**src/rtl/epw_pkg.sv**
```systemverilog
package epw_pkg;
  localparam int PAGE_BITS  = 3;
  localparam int PAGE_BYTES = 1 << PAGE_BITS;

  // Next slot inside a page; the 3-bit sum wraps 7 -> 0.
  function automatic logic [PAGE_BITS-1:0] next_slot(input logic [PAGE_BITS-1:0] s);
    return s + 1'b1;
  endfunction

  // Protection decision for one byte: whole array, or upper half only.
  function automatic logic guarded(input logic wp_lvl, input logic top_bit, input logic whole);
    return wp_lvl && (whole || top_bit);
  endfunction
endpackage

```
**src/rtl/epw_mem.sv**
```systemverilog
module epw_mem #(
  parameter int AW = 8,
  parameter int DW = 8
) (
  input  logic          clk,
  input  logic          rst_n,
  input  logic          we,
  input  logic [AW-1:0] waddr,
  input  logic [DW-1:0] wdata,
  input  logic [AW-1:0] raddr,
  output logic [DW-1:0] rdata
);
  localparam int DEPTH = 1 << AW;

  logic [DW-1:0] cells [DEPTH];

  always_ff @(posedge clk or negedge rst_n) begin
    if (!rst_n) begin
      for (int i = 0; i < DEPTH; i++) cells[i] <= '0;
    end else if (we) begin
      cells[waddr] <= wdata;
    end
  end

  // Read path never looks at write protection.
  assign rdata = cells[raddr];
endmodule

```
**src/rtl/epw_page_buf.sv**
```systemverilog
module epw_page_buf
  import epw_pkg::*;
#(
  parameter int AW    = 8,
  parameter int DW    = 8,
  parameter bit WHOLE = 1'b0
) (
  input  logic                  clk,
  input  logic                  rst_n,
  input  logic                  load,
  input  logic [AW-1:0]         load_addr,
  input  logic                  push,
  input  logic [DW-1:0]         push_data,
  input  logic                  stop_acc,
  input  logic                  wp,
  input  logic [PAGE_BITS-1:0]  rd_slot,
  output logic [DW-1:0]         slot_data,
  output logic [PAGE_BYTES-1:0] mask,
  output logic                  got_any,
  output logic                  active,
  output logic [AW-1:0]         cur_addr
);
  logic [DW-1:0]        slots [PAGE_BYTES];
  logic [PAGE_BITS-1:0] off;
  logic                 prot_now;

  assign off      = cur_addr[PAGE_BITS-1:0];
  assign prot_now = guarded(wp, cur_addr[AW-1], WHOLE);

  always_ff @(posedge clk or negedge rst_n) begin
    if (!rst_n) begin
      active   <= 1'b0;
      got_any  <= 1'b0;
      mask     <= '0;
      cur_addr <= '0;
    end else if (load) begin
      active   <= 1'b1;
      got_any  <= 1'b0;
      mask     <= '0;
      cur_addr <= load_addr;
    end else begin
      if (push) begin
        got_any                  <= 1'b1;
        mask[off]                <= !prot_now;
        cur_addr[PAGE_BITS-1:0]  <= next_slot(off);
      end
      if (stop_acc) active <= 1'b0;
    end
  end

  always_ff @(posedge clk) begin
    if (push) slots[off] <= push_data;   // later bytes overwrite
  end

  assign slot_data = slots[rd_slot];
endmodule

```
**src/rtl/epw_write_seq.sv**
```systemverilog
module epw_write_seq
  import epw_pkg::*;
#(
  parameter int AW        = 8,
  parameter int DW        = 8,
  parameter int WR_CYCLES = 2500000
) (
  input  logic                    clk,
  input  logic                    rst_n,
  input  logic                    launch,
  input  logic [AW-PAGE_BITS-1:0] page,
  input  logic [PAGE_BYTES-1:0]   mask,
  input  logic [DW-1:0]           slot_data,
  output logic [PAGE_BITS-1:0]    slot_idx,
  output logic                    busy,
  output logic                    mem_we,
  output logic [AW-1:0]           mem_waddr,
  output logic [DW-1:0]           mem_wdata
);
  localparam int CW = $clog2(WR_CYCLES + 1);

  logic [CW-1:0] cnt;
  logic          in_commit;
  logic          last_cyc;

  assign last_cyc = (cnt == CW'(WR_CYCLES - 1));

  always_ff @(posedge clk or negedge rst_n) begin
    if (!rst_n) begin
      busy <= 1'b0;
      cnt  <= '0;
    end else if (!busy) begin
      if (launch) begin
        busy <= 1'b1;
        cnt  <= '0;
      end
    end else if (last_cyc) begin
      busy <= 1'b0;
      cnt  <= '0;
    end else begin
      cnt <= cnt + 1'b1;
    end
  end

  assign slot_idx  = cnt[PAGE_BITS-1:0];
  assign in_commit = busy && (cnt < CW'(PAGE_BYTES));
  assign mem_we    = in_commit && mask[slot_idx];
  assign mem_waddr = {page, slot_idx};
  assign mem_wdata = slot_data;
endmodule

```
**src/rtl/eeprom_page_writer.sv**
```systemverilog
module eeprom_page_writer
  import epw_pkg::*;
#(
  parameter int AW        = 8,
  parameter int DW        = 8,
  parameter int WR_CYCLES = 2500000   // must be at least PAGE_BYTES
) (
  input  logic          clk,
  input  logic          rst_n,
  input  logic          cmd_start,
  input  logic [AW-1:0] cmd_addr,
  input  logic          byte_vld,
  input  logic [DW-1:0] byte_data,
  input  logic          stop_evt,
  input  logic          wp,
  input  logic [AW-1:0] rd_addr,
  output logic [DW-1:0] rd_data,
  output logic          busy,
  output logic [AW-1:0] cur_addr,
  output logic          mem_we,
  output logic [AW-1:0] mem_waddr,
  output logic [DW-1:0] mem_wdata
);
  localparam int DEPTH = 1 << AW;
  localparam bit WHOLE = (DEPTH <= 128);

  // Named internal events, also used by the checker.
  logic                  load;
  logic                  push;
  logic                  stop_acc;
  logic                  launch;
  logic                  active;
  logic                  got_any;
  logic [PAGE_BYTES-1:0] mask;
  logic [PAGE_BITS-1:0]  slot_idx;
  logic [DW-1:0]         slot_data;

  assign load     = cmd_start && !busy;
  assign push     = byte_vld && active && !busy;
  assign stop_acc = stop_evt && active && !busy;
  assign launch   = stop_acc && got_any;

  epw_page_buf #(.AW(AW), .DW(DW), .WHOLE(WHOLE)) u_buf (
    .clk       (clk),
    .rst_n     (rst_n),
    .load      (load),
    .load_addr (cmd_addr),
    .push      (push),
    .push_data (byte_data),
    .stop_acc  (stop_acc),
    .wp        (wp),
    .rd_slot   (slot_idx),
    .slot_data (slot_data),
    .mask      (mask),
    .got_any   (got_any),
    .active    (active),
    .cur_addr  (cur_addr)
  );

  epw_write_seq #(.AW(AW), .DW(DW), .WR_CYCLES(WR_CYCLES)) u_seq (
    .clk       (clk),
    .rst_n     (rst_n),
    .launch    (launch),
    .page      (cur_addr[AW-1:PAGE_BITS]),
    .mask      (mask),
    .slot_data (slot_data),
    .slot_idx  (slot_idx),
    .busy      (busy),
    .mem_we    (mem_we),
    .mem_waddr (mem_waddr),
    .mem_wdata (mem_wdata)
  );

  epw_mem #(.AW(AW), .DW(DW)) u_mem (
    .clk   (clk),
    .rst_n (rst_n),
    .we    (mem_we),
    .waddr (mem_waddr),
    .wdata (mem_wdata),
    .raddr (rd_addr),
    .rdata (rd_data)
  );
endmodule

```
**config.mk**
```make
export PLATFORM = sky130hd
export DESIGN_NAME = eeprom_page_writer
export DESIGN_NICKNAME = d
export VERILOG_FILES = /design/src/rtl/epw_pkg.sv /design/src/rtl/epw_mem.sv /design/src/rtl/epw_page_buf.sv /design/src/rtl/epw_write_seq.sv /design/src/rtl/eeprom_page_writer.sv
export SDC_FILE = /design/constraint.sdc
export NUM_CORES = 2
export LEC_CHECK = 0
export BUFFER_PORTS_ARGS = -buffer_cell sky130_fd_sc_hd__buf_2
export CORE_MARGIN = 3
export CORE_UTILIZATION = 41
export CTS_CLUSTER_SIZE = 28
export DETAILED_ROUTE_END_ITERATION = 7
export PLACE_DENSITY_LB_ADDON = 0.1
export RECOVER_POWER = 100
export SLEW_MARGIN = 15
export SYNTH_ARGS = -nofsm -noshare
export SYNTH_HDL_FRONTEND = slang
export SYNTH_SLANG_ARGS = --single-unit
```
**constraint.sdc**
```tcl
create_clock -name clk -period 2.6 [get_ports clk]
set_input_delay 0 -clock clk [delete_from_list [all_inputs] [get_ports clk]]
set_output_delay 0 -clock clk [all_outputs]
set_load 0.05 [all_outputs]
```
==> results.md <==
* Status: finished with violations
* Failing checks: setup timing
* Final core occ at 51.8%
* Crit-path cells: mux4_2 -> a22o_1 -> or4_4 -> a211oi_4 -> buf_6 -> a211oi_2 -> and3_4 -> buf_12
* GRT Max-Usage Layer: met2
* # DRC at 0
* Power Density at 595 nW/um^2
* Largest net degree at the start of global routing at 135
* CP max stage cell: or4_4
* Ports at 64
* Dpl ws at -1.07 ns
* Die width at 488 um
* Setup Total Neg Slack at -247.54 ns
* Via density at 5.59
* CP max stage delay at 0.47 ns
* Die area at 238000 sq um
* Routed len/inst at 25.8 um
* Synth unique cells at 72
* Seq cells post-synth at 2153
* WP data required at 2.60 ns
* Die Span Y at 488 um
* Num CTS Buffers at 230
* Sequential element share of the synthesized area at 56.9%
* Max clock buf depth at 3
* Maximum VDD drop at 0.000679 V
* Initial core utilization at 41.3%
* Synth area leaders: dfrtp_1 55%, mux4_2 11%, o21ai_0 8.2%, nand2_1 6.9%, a21oi_1 3.0%
* Slew headroom at 1.44%
* Clock skew at 0.0626 ns
* Critical path type: reg2out
* Grt total ovfl at 0
* Core area at 231000 sq um
* Commonest non-fill, non-tap cell in the layout: dfrtp_1
* Worst-margin pin slew at 1.48 ns
* Max H-tree Level at 4
* Leak pwr at 53.0 nW
* RSZ-0062 raised after global routing: true
* CP Data Arrival Time at 3.46 ns
* Synthesized net count at 8743
* Starting DRT DRC Count at 5609
* R2R depth at 15
* GR Layer Usage met3 at 4.16%
* Cell total after placement at 11900
* Post-synth ARST share at 97.0%
* Hold path depth at 6
* Worst Hold Class: in2reg
* Area share of the largest cell type after synthesis at 54.9%
* Port buffer count at 63
* Critical path peak fanout at 2
* F_max at 0.289 GHz
* Pre-Repair DR Iteration Count at 6
* Layout cells sized above 1 at 26.0%
* Vias in the first global route at 69500
* Min Tclk post-route at 3.46 ns
* Max-cap violations at 0
* Biggest area consumer among synthesized cells: dfrtp_1
* Critical path endpoint category: primary output
* GRT Util Overall at 26.6%
* Period utilization at 133%
* Number of synthesized flops with an enable pin at 64
* Syn Inst Count at 8708
* Setup violations, final at 2432
* Antenna violations before repair at 15
* Commonest non-fill, non-tap cells in the layout: 2087 x dfrtp_1, 1593 x nand2_1, 1392 x o21ai_0
* Site Rows at 176
* HPWL after DPL at 208000 um
* Main synth FF type: dfrtp_1
* Mapped cell area at 95300 sq um
* Final ANT Viol Nets at 0
* GRT met1 Usage at 37.1%
* Root buf cell: clkbuf_16
* Met2 Use GR at 42.1%
* Clk sinks at 2153
* First-pass GRT wire length at 472000 um
* Hold Fails Final Rpt at 0
* Max Slew Vio Count at 0
* DR vias at 69900
* Total number of yosys warnings at 0
* Non-filler instance count after layout at 12500
* Worst skew pair latency at 0.89 ns
* Hold WS at 0.123 ns
* Synthesis-to-finish area growth at 25.4%
* Setup WS post-layout at -0.865 ns
* CTS tree: yes
* FILL cells at 20300
* Worst-path clk slew at 0.06 ns
* Final GP Congestion at 0.867
* Mapped Avg Cell Area at 10.9 sq um
* Critical Path Start Type: flip-flop
* Fin nets at 9315
* Total Wirelength at 322000 um
## routing by layer
metal  vias up  share of wire (%)
li1      31800                  -
met1     35800                 44
met2      1752                 47
met3       486                5.2
met4         6                3.7
met5         -             0.0087
## cells by family after synthesis
family,share of synthesized area [%]
muxes,13.3
xor gates and xnor gates,0.0276
adders and majority gates,0.0657
and+or+nand+nor,12.0
buffers and inverters,4.00
DFF,56.9
AOI/OAI and AO/OA,13.8
## cell usage after synthesis, drive strengths merged, types with 8 or more instances
cell and instances:
a311oi 8, nor3 26, mux2i 183, mux4 475, dfrtp 2089, a22oi 65, nor2b 26, o31ai 11
clkbuf 401, a31oi 10, a211oi 26, and3 25, or2 10, o22ai 33, nor2 679, nand2 1810
edfxtp 64, buf 340, o221ai 38, a221oi 28, or4 11, o21ai 1603, a21oi 570, nand3 44
nand2b 13, inv 15, a22o 33
## worst max-delay path, delay by kind of cell (launching register included)
kind / cells / cell delay [ns]
compound gates: 3 / 0.74
mux: 1 / 0.46
flops: 1 / 0.39
simple gates: 2 / 0.65
buf+inv: 2 / 0.34
## state kept, by name (all words and copies together) (netlist names)
signal          flops
u_buf.active        1
u_seq.busy          1
u_buf.slots        64
u_seq.cnt          22
u_buf.cur_addr      8
u_buf.got_any       1
u_buf.mask          8
u_mem.cells      2048
## final timing paths
kind	to	startpoint	slack (ns)
max	rd_data[1]	u_mem.cells[609]$_DFFE_PN0P_	-0.86
min	u_buf.got_any$_DFFE_PN0P_	byte_vld	0.12
max reg2reg	u_mem.cells[2021]$_DFFE_PN0P_	u_seq.cnt[0]$_DFFE_PN0P_	-0.30
min reg2reg	u_mem.cells[795]$_DFFE_PN0P_	u_mem.cells[795]$_DFFE_PN0P_	0.47
max in group asynchronous	u_mem.cells[252]$_DFFE_PN0P_	rst_n	-0.25
min in group asynchronous	u_mem.cells[699]$_DFFE_PN0P_	rst_n	1.33
## per-stage QoR
step,power [mW],cell area (sq um)
final,71.1,119000
after global routing,73.4,119000
after CTS,71.8,117000
after detailed placement,37.5,106000
after global placement,37.5,106000
after floorplan,35.5,95300
## area by class of cell
| class | count | area (sq um) | area share, % |
|---|---|---|---|
| well taps | 3026 | 3790 | 3.17 |
| diodes | 6 | 15.0 | 0.0126 |
| clock inverters | 80 | 1120 | 0.935 |
| inverters | 15 | 58.8 | 0.0492 |
| flip-flops and latches | 2153 | 54200 | 45.4 |
| multi-input cells | 5814 | 40100 | 33.6 |
| clock buffers | 339 | 6780 | 5.67 |
| repair buffers | 1066 | 13400 | 11.2 |
## timing repair
action | CTS | global route
hold buffers | 48 | 0
resized for setup | 447 | 580
endpoints found under the hold margin | 2258 | 0
endpoints found under the setup margin | 69 | 2072
pin swaps | 79 | 121
buffers inserted | 57 | 36
gates cloned | 22 | 38
## where the power goes
group | switching, mW | internal [mW]
clock | 14.2 | 19.9
sequential | 0.0247 | 33.7
combinational | 2.18 | 1.12
Power figures use the tool's default switching activity.
